--- src/rtl/pfc_pkg.sv ---
package pfc_pkg;
    typedef enum logic {
        TM_IDLE,
        TM_PAUSED
    } tmr_state_t;

    typedef enum logic [1:0] {
        GT_OPEN,
        GT_SEND,
        GT_DRAIN,
        GT_HOLD
    } gate_state_t;
endpackage

--- src/rtl/pfc_frame_split.sv ---
module pfc_frame_split #(
    parameter int NUM_CLASSES = 8,
    parameter int QUANTA_W    = 16
) (
    input  logic                                  frame_valid_i,
    input  logic [NUM_CLASSES-1:0]                frame_en_i,
    input  logic [NUM_CLASSES*QUANTA_W-1:0]       frame_quanta_i,
    output logic [NUM_CLASSES-1:0]                load_o,
    output logic [NUM_CLASSES-1:0][QUANTA_W-1:0]  quanta_o
);
    for (genvar n = 0; n < NUM_CLASSES; n++) begin : g_cls
        assign load_o[n]   = frame_valid_i & frame_en_i[n];
        assign quanta_o[n] = frame_quanta_i[n*QUANTA_W +: QUANTA_W];
    end
endmodule

--- src/rtl/pfc_class_timer.sv ---
module pfc_class_timer
    import pfc_pkg::*;
#(
    parameter int QUANTA_W = 16
) (
    input  logic                clk,
    input  logic                rst,
    input  logic                load_i,
    input  logic [QUANTA_W-1:0] quanta_i,
    input  logic                tick_i,
    output logic                pause_o
);
    localparam logic [QUANTA_W-1:0] ONE = {{(QUANTA_W-1){1'b0}}, 1'b1};

    tmr_state_t          state_q, state_d;
    logic [QUANTA_W-1:0] count_q, count_d;

    always_ff @(posedge clk) begin
        if (rst) begin
            state_q <= TM_IDLE;
            count_q <= '0;
        end else begin
            state_q <= state_d;
            count_q <= count_d;
        end
    end

    always_comb begin
        state_d = state_q;
        count_d = count_q;
        unique case (state_q)
            TM_IDLE: begin
                if (load_i && quanta_i != '0) begin
                    state_d = TM_PAUSED;
                    count_d = quanta_i;
                end
            end
            TM_PAUSED: begin
                if (load_i) begin
                    count_d = quanta_i;
                    if (quanta_i == '0) state_d = TM_IDLE;
                end else if (tick_i) begin
                    count_d = count_q - ONE;
                    if (count_q == ONE) state_d = TM_IDLE;
                end
            end
            default: begin
                state_d = TM_IDLE;
                count_d = '0;
            end
        endcase
    end

    always_comb pause_o = (state_q == TM_PAUSED);

    p_load_pauses_r1: assert property (@(posedge clk) disable iff (rst)
        load_i && quanta_i != '0 |=> pause_o);
    p_zero_cancels_r2: assert property (@(posedge clk) disable iff (rst)
        load_i && quanta_i == '0 |=> !pause_o);
    p_expire_r3: assert property (@(posedge clk) disable iff (rst)
        !load_i && tick_i && count_q == ONE |=> !pause_o);
    p_reload_latest_r4: assert property (@(posedge clk) disable iff (rst)
        load_i |=> count_q == $past(quanta_i));
    p_hold_r5: assert property (@(posedge clk) disable iff (rst)
        !load_i && !tick_i |=> $stable(count_q) && $stable(pause_o));
    p_tick_dec_r6: assert property (@(posedge clk) disable iff (rst)
        !load_i && tick_i && count_q != '0 |=> count_q == $past(count_q) - ONE);
endmodule

--- src/rtl/pfc_tx_gate.sv ---
module pfc_tx_gate
    import pfc_pkg::*;
(
    input  logic clk,
    input  logic rst,
    input  logic pause_i,
    input  logic sop_i,
    input  logic eop_i,
    output logic block_o
);
    gate_state_t state_q, state_d;
    logic        starts_long;

    always_comb starts_long = sop_i && !eop_i;

    always_ff @(posedge clk) begin
        if (rst) state_q <= GT_OPEN;
        else     state_q <= state_d;
    end

    always_comb begin
        state_d = state_q;
        unique case (state_q)
            GT_OPEN: begin
                if (starts_long) state_d = pause_i ? GT_DRAIN : GT_SEND;
                else if (pause_i) state_d = GT_HOLD;
            end
            GT_SEND: begin
                if (eop_i)        state_d = pause_i ? GT_HOLD : GT_OPEN;
                else if (pause_i) state_d = GT_DRAIN;
            end
            GT_DRAIN: begin
                if (eop_i)         state_d = pause_i ? GT_HOLD : GT_OPEN;
                else if (!pause_i) state_d = GT_SEND;
            end
            GT_HOLD: begin
                if (!pause_i) state_d = GT_OPEN;
            end
            default: state_d = GT_OPEN;
        endcase
    end

    always_comb block_o = (state_q == GT_HOLD);

    p_finish_frame_r7: assert property (@(posedge clk) disable iff (rst)
        (state_q == GT_SEND || state_q == GT_DRAIN) && !eop_i |=> !block_o);
    p_idle_blocks_r8: assert property (@(posedge clk) disable iff (rst)
        state_q == GT_OPEN && pause_i && !starts_long |=> block_o);
    p_resume_r9: assert property (@(posedge clk) disable iff (rst)
        !pause_i |=> !block_o);
endmodule

--- src/rtl/pfc_pause_ctrl.sv ---
module pfc_pause_ctrl #(
    parameter int NUM_CLASSES = 8,
    parameter int QUANTA_W    = 16
) (
    input  logic                            clk,
    input  logic                            rst,
    input  logic                            frame_valid_i,
    input  logic [NUM_CLASSES-1:0]          frame_en_i,
    input  logic [NUM_CLASSES*QUANTA_W-1:0] frame_quanta_i,
    input  logic                            quanta_tick_i,
    input  logic [NUM_CLASSES-1:0]          tx_sop_i,
    input  logic [NUM_CLASSES-1:0]          tx_eop_i,
    output logic [NUM_CLASSES-1:0]          pause_o,
    output logic [NUM_CLASSES-1:0]          tx_block_o
);
    logic [NUM_CLASSES-1:0]               load;
    logic [NUM_CLASSES-1:0][QUANTA_W-1:0] quanta;

    pfc_frame_split #(
        .NUM_CLASSES(NUM_CLASSES),
        .QUANTA_W   (QUANTA_W)
    ) u_split (
        .frame_valid_i (frame_valid_i),
        .frame_en_i    (frame_en_i),
        .frame_quanta_i(frame_quanta_i),
        .load_o        (load),
        .quanta_o      (quanta)
    );

    for (genvar n = 0; n < NUM_CLASSES; n++) begin : g_class
        pfc_class_timer #(.QUANTA_W(QUANTA_W)) u_timer (
            .clk     (clk),
            .rst     (rst),
            .load_i  (load[n]),
            .quanta_i(quanta[n]),
            .tick_i  (quanta_tick_i),
            .pause_o (pause_o[n])
        );
        pfc_tx_gate u_gate (
            .clk    (clk),
            .rst    (rst),
            .pause_i(pause_o[n]),
            .sop_i  (tx_sop_i[n]),
            .eop_i  (tx_eop_i[n]),
            .block_o(tx_block_o[n])
        );
    end

    p_reset_clears_r10: assert property (@(posedge clk)
        rst |=> pause_o == '0 && tx_block_o == '0);
endmodule

--- config.mk ---
export PLATFORM = sky130hd
export DESIGN_NAME = pfc_pause_ctrl
export DESIGN_NICKNAME = d
export VERILOG_FILES = /design/src/rtl/pfc_pkg.sv /design/src/rtl/pfc_frame_split.sv /design/src/rtl/pfc_class_timer.sv /design/src/rtl/pfc_tx_gate.sv /design/src/rtl/pfc_pause_ctrl.sv
export SDC_FILE = /design/constraint.sdc
export NUM_CORES = 1
export LEC_CHECK = 0
export ABC_AREA = 1
export BUFFER_PORTS_ARGS = -buffer_cell sky130_fd_sc_hd__buf_4
export CAP_MARGIN = 20
export CORE_UTILIZATION = 40
export DETAILED_ROUTE_END_ITERATION = 8
export GPL_TIMING_DRIVEN = 0
export SYNTH_ARGS = -nofsm -noshare
export SYNTH_HDL_FRONTEND = slang
export SYNTH_SLANG_ARGS = --single-unit
--- constraint.sdc ---
create_clock -name clk -period 2.05 [get_ports clk]
set_input_delay 0.3075 -clock clk [delete_from_list [all_inputs] [get_ports clk]]
set_output_delay 0.3075 -clock clk [all_outputs]
set_load 0.01 [all_outputs]
==> impl.org <==
** Power
- Per report_power, the clock group accounts for 34.5% of the total.
- Switching power summed over all nets :: 0.00344 W
- Combinational fraction of design power :: 30.3%
- The analysis attributes to cell leakage a power of 6.38 nW.
- Total power consumption of the routed design :: 0.00992 W
- VDD sags by at most 548 uV.
- Dividing total power by cell area gives a power density of 727 mW/mm2.
- Internal Pwr Total :: 0.00648 W
- Switch share :: 34.7%
- In this run, flip-flops and latches consume 35.2% of the power.

** Synthesis
- Post-synthesis net count :: 2,066
- Library cell occupying the most area in the post-synthesis netlist :: sky130_fd_sc_hd__dfxtp_1
- Synth top area cells :: sky130_fd_sc_hd__dfxtp_1 27%, sky130_fd_sc_hd__nand2_1 16%, sky130_fd_sc_hd__nor2_1 12%, sky130_fd_sc_hd__o21ai_0 7.2%, sky130_fd_sc_hd__inv_1 6.2%
- Synth top area share :: 27.0%
- After synthesis the cells add up to 0.0113 mm2.
- In the synthesized netlist the async set-or-reset flop fraction comes to 0%.
- Fraction of the yosys area taken by sequential cells :: 27.0%
- Yosys reg bits :: 152
- Cells after synthesis :: 1,894
- The Yosys step of the flow raised 0 warnings.
- In the synthesized netlist the dominant register cell turns out to be sky130_fd_sc_hd__dfxtp_1.
- Distinct cells, synth :: 45
- Yosys mapped a number of flops with a built-in enable equal to 0.
- Synth Area per Inst :: 5.94 um2

** Final layout
- Most frequent cells in the layout :: 466 x sky130_fd_sc_hd__nand2_1, 353 x sky130_fd_sc_hd__nor2_1, 202 x sky130_fd_sc_hd__buf_4
- Layout-stage area growth over the synthesis result :: 21.1%
- Most common cell after layout, fill and taps aside :: sky130_fd_sc_hd__nand2_1
- Final std cells w/o fill :: 2,476
- Net count reported at finish :: 2,254
- Fraction of layout cells with a size suffix above 1 :: 16.4%

** Placed design
- Once detailed placement completed, the half-perimeter wirelength came to 27.0 mm.
- In this run, placement finished with an instance count of 2,441.
- At the end of routability-driven placement, the weighted congestion stood at 0.929.
- During placement, the flow inserted port buffers numbering 169.

** Clocking
- Clk Tree Root Cell :: sky130_fd_sc_hd__clkbuf_16
- Once the clock tree was built, the resizer swapped 0 gates to a different size.
- Clock tree from TritonCTS :: built
- CTS H-tree depth :: 4
- CTS hold repair buffers :: 0
- Clock tree synthesis inserted a total of 17 buffers.
- The clock reaches the later pin of the worst-skew pair after 0.43 ns.
- CTS saw 152 sinks.
- # Post-CTS Setup Buffers :: 0
- Clock-pin slew on the worst setup and hold paths :: 0.07 ns
- No sink is reached through more buffers than the 2 on the longest clock path.

** Die
- Width of the die :: 170 um
- Row count :: 61
- The die covers 0.0288 mm2.
- Once the floorplan was initialized, standard cells occupied 40.6% of the core.
- Core outline area :: 0.0277 mm2
- I/O pin count :: 172
- Die outline height :: 170 um

** Drt
- Number of routed nets with antenna violations :: 0
- First-pass iteration count of the detailed router :: 5
- The routed design has 35.5 mm of wire.
- After detailed routing, the average wire length per cell comes to 14.4 um.
- After detailed routing, the number of remaining DRC violations is 0.
- For this block, the via count after detailed routing is 12,400.
- Using the TritonRoute via totals, the vias-per-cell ratio works out to 5.01.
- After the first detailed-routing iteration, the DRC count stood at 807.

** Outcome
- The run finished with clean final reports.

** Worst setup path
- Startpoint class of the critical path :: flip-flop
- STA puts the critical path data arrival time at 2.05 ns.
- Required @ worst endpoint :: 2.33 ns
- Length in cells of the worst reg-to-reg path :: 9
- Critical setup path kind :: reg -> reg
- Along the worst path, the maximum fanout reaches 5.
- CP Capture Type :: flip-flop
- Worst-case register-to-register setup slack :: 0.29 ns

** Global routing
- Maximum number of pins on one net before global-route repair :: 17
- Wire length of the first global-routing pass :: 56.3 mm
- Vias in the first global route :: 11,200
- Global route total overflow :: 0
- Global routing used 24.8% of the available tracks across all layers.
- The number of antenna violations at the first check in global routing came to 1.

** Min path
- Along the worst hold path, the cell count comes to 3.
- Type of the worst min-delay path :: in -> reg

** STA
- Final hold vios :: 0
- Total Negative Setup Slacks :: 0 ns
- For the pin with the worst max-slew slack, the measured transition is 0.963 ns.
- Tcrit/Tclk final :: 86.0%
- After layout, the minimum clock period comes to 1.76 ns.
- Setup violations remaining at the end of the flow were counted as 0.
- Setup repair after global routing left no endpoint under its margin.
- Based on the critical path, the design can be clocked at up to 0.567 GHz.
- Setup Skew :: 0.0107 ns
- Final Max Tran Viols :: 0
- The worst pin sits at a relative slew slack of 35.8%.

** Flow run
- Reported max-cap violation count :: 0
==> flip-flops by register name, indices dropped and copies added, names as in the netlist <==
register / cells
g_class.u_timer.count_q: 128
g_class.u_gate.state_q: 16
g_class.u_timer.pause_o: 8
==> cell usage after synthesis, types with 2 or more instances <==
cell type                    n
sky130_fd_sc_hd__a31oi_1    10
sky130_fd_sc_hd__nor2_1    353
sky130_fd_sc_hd__mux2i_1     8
sky130_fd_sc_hd__a21boi_4    2
sky130_fd_sc_hd__buf_4      33
sky130_fd_sc_hd__clkbuf_1   14
sky130_fd_sc_hd__nor2_2      9
sky130_fd_sc_hd__o21ai_0   161
sky130_fd_sc_hd__o21a_1      5
sky130_fd_sc_hd__ha_1       16
sky130_fd_sc_hd__nand2_2    21
sky130_fd_sc_hd__nor2_4     10
sky130_fd_sc_hd__o21ai_2     3
sky130_fd_sc_hd__nand2_4     7
sky130_fd_sc_hd__nor2_8      2
sky130_fd_sc_hd__o211ai_1    7
sky130_fd_sc_hd__nand4_1    21
sky130_fd_sc_hd__a21oi_1   125
sky130_fd_sc_hd__inv_4       6
sky130_fd_sc_hd__a211oi_1    2
sky130_fd_sc_hd__nand2_1   466
sky130_fd_sc_hd__and3_1      2
sky130_fd_sc_hd__o22ai_1     4
sky130_fd_sc_hd__buf_2      14
sky130_fd_sc_hd__or2_0       4
sky130_fd_sc_hd__nand3_1   137
sky130_fd_sc_hd__nor3_1      9
sky130_fd_sc_hd__xnor2_1    11
sky130_fd_sc_hd__dfxtp_1   152
sky130_fd_sc_hd__inv_1     186
sky130_fd_sc_hd__buf_6       9
sky130_fd_sc_hd__xor2_1     24
sky130_fd_sc_hd__or2_2      11
sky130_fd_sc_hd__o21ai_1    27
sky130_fd_sc_hd__inv_2      13
==> metal layers <==
metal / up-vias / wire length, um / GRT usage [%] / part of all wire, %
li1: 6437 / - / - / -
met1: 5591 / 16700 / 32.9 / 47
met2: 336 / 16500 / 41.8 / 47
met3: 45 / 1690 / 3.26 / 4.8
met4: 0 / 658 / 6.85 / 1.9
met5: - / 0 / 0 / 0
==> metrics by stage <==
step	util, %	instance area, um2	worst slack (ns)	hold WS, ns
global route	49.2	13600	0.122	0.175
detailed placement	46.9	13000	0.158	0.459
CTS	49.2	13600	0.304	0.162
finish	49.2	13600	0.287	0.178
global placement	46.9	13000	0.183	0.451
floorplan	-	11300	0.575	0.439
==> logic make-up after synthesis <==
logic type      Yosys count  synth area share (%)
mux                       8                 0.711
buf+inv                 277                  11.3
fa+ha+maj                16                  1.78
flops                   152                  27.0
compound gates          350                  16.6
simple gates           1056                  39.9
xor+xnor                 35                  2.72
==> area by class of cell <==
class | count | area, um2
fill | 2945 | 14100
tap | 378 | 473
clock inverter | 12 | 174
inverter | 206 | 793
timing repair buffer | 169 | 1270
antenna | 3 | 7.51
sequential | 152 | 3040
multi-input combinational | 1465 | 6940
buffer | 71 | 475
clock buffer | 20 | 457
==> power groups by stage <==
stage	Sequential [W]	Combinational (W)	Clock (W)
4_1_cts	0.00349	0.00299	0.00348
3_5_place_dp	0.00355	0.00297	0
6_report	0.00349	0.00300	0.00342
2_1_floorplan	0.00347	0.00215	0
5_1_grt	0.00353	0.00340	0.00362
3_3_place_gp	0.00354	0.00294	0
==> final timing paths <==
check	to	startpoint
max reg2reg	g_class[7].u_timer.count_q[6]	g_class[7].u_timer.count_q[0]
min reg2reg	g_class[3].u_timer.count_q[13]	g_class[3].u_timer.count_q[13]
min	g_class[7].u_timer.count_q[7]	frame_quanta_i[119]
max	g_class[7].u_timer.count_q[6]	g_class[7].u_timer.count_q[0]
==> critical path, stage by stage (launching register included) <==
cell                      delay (ns)
sky130_fd_sc_hd__dfxtp_1        0.34
sky130_fd_sc_hd__inv_1          0.11
sky130_fd_sc_hd__ha_1           0.22
sky130_fd_sc_hd__nand2_1        0.09
sky130_fd_sc_hd__nor2_1         0.30
sky130_fd_sc_hd__nand2_1        0.15
sky130_fd_sc_hd__a21oi_1        0.16
sky130_fd_sc_hd__o21ai_0        0.09
sky130_fd_sc_hd__o21ai_0        0.10
sky130_fd_sc_hd__nor2_1         0.06
Power figures use the tool's default switching activity.
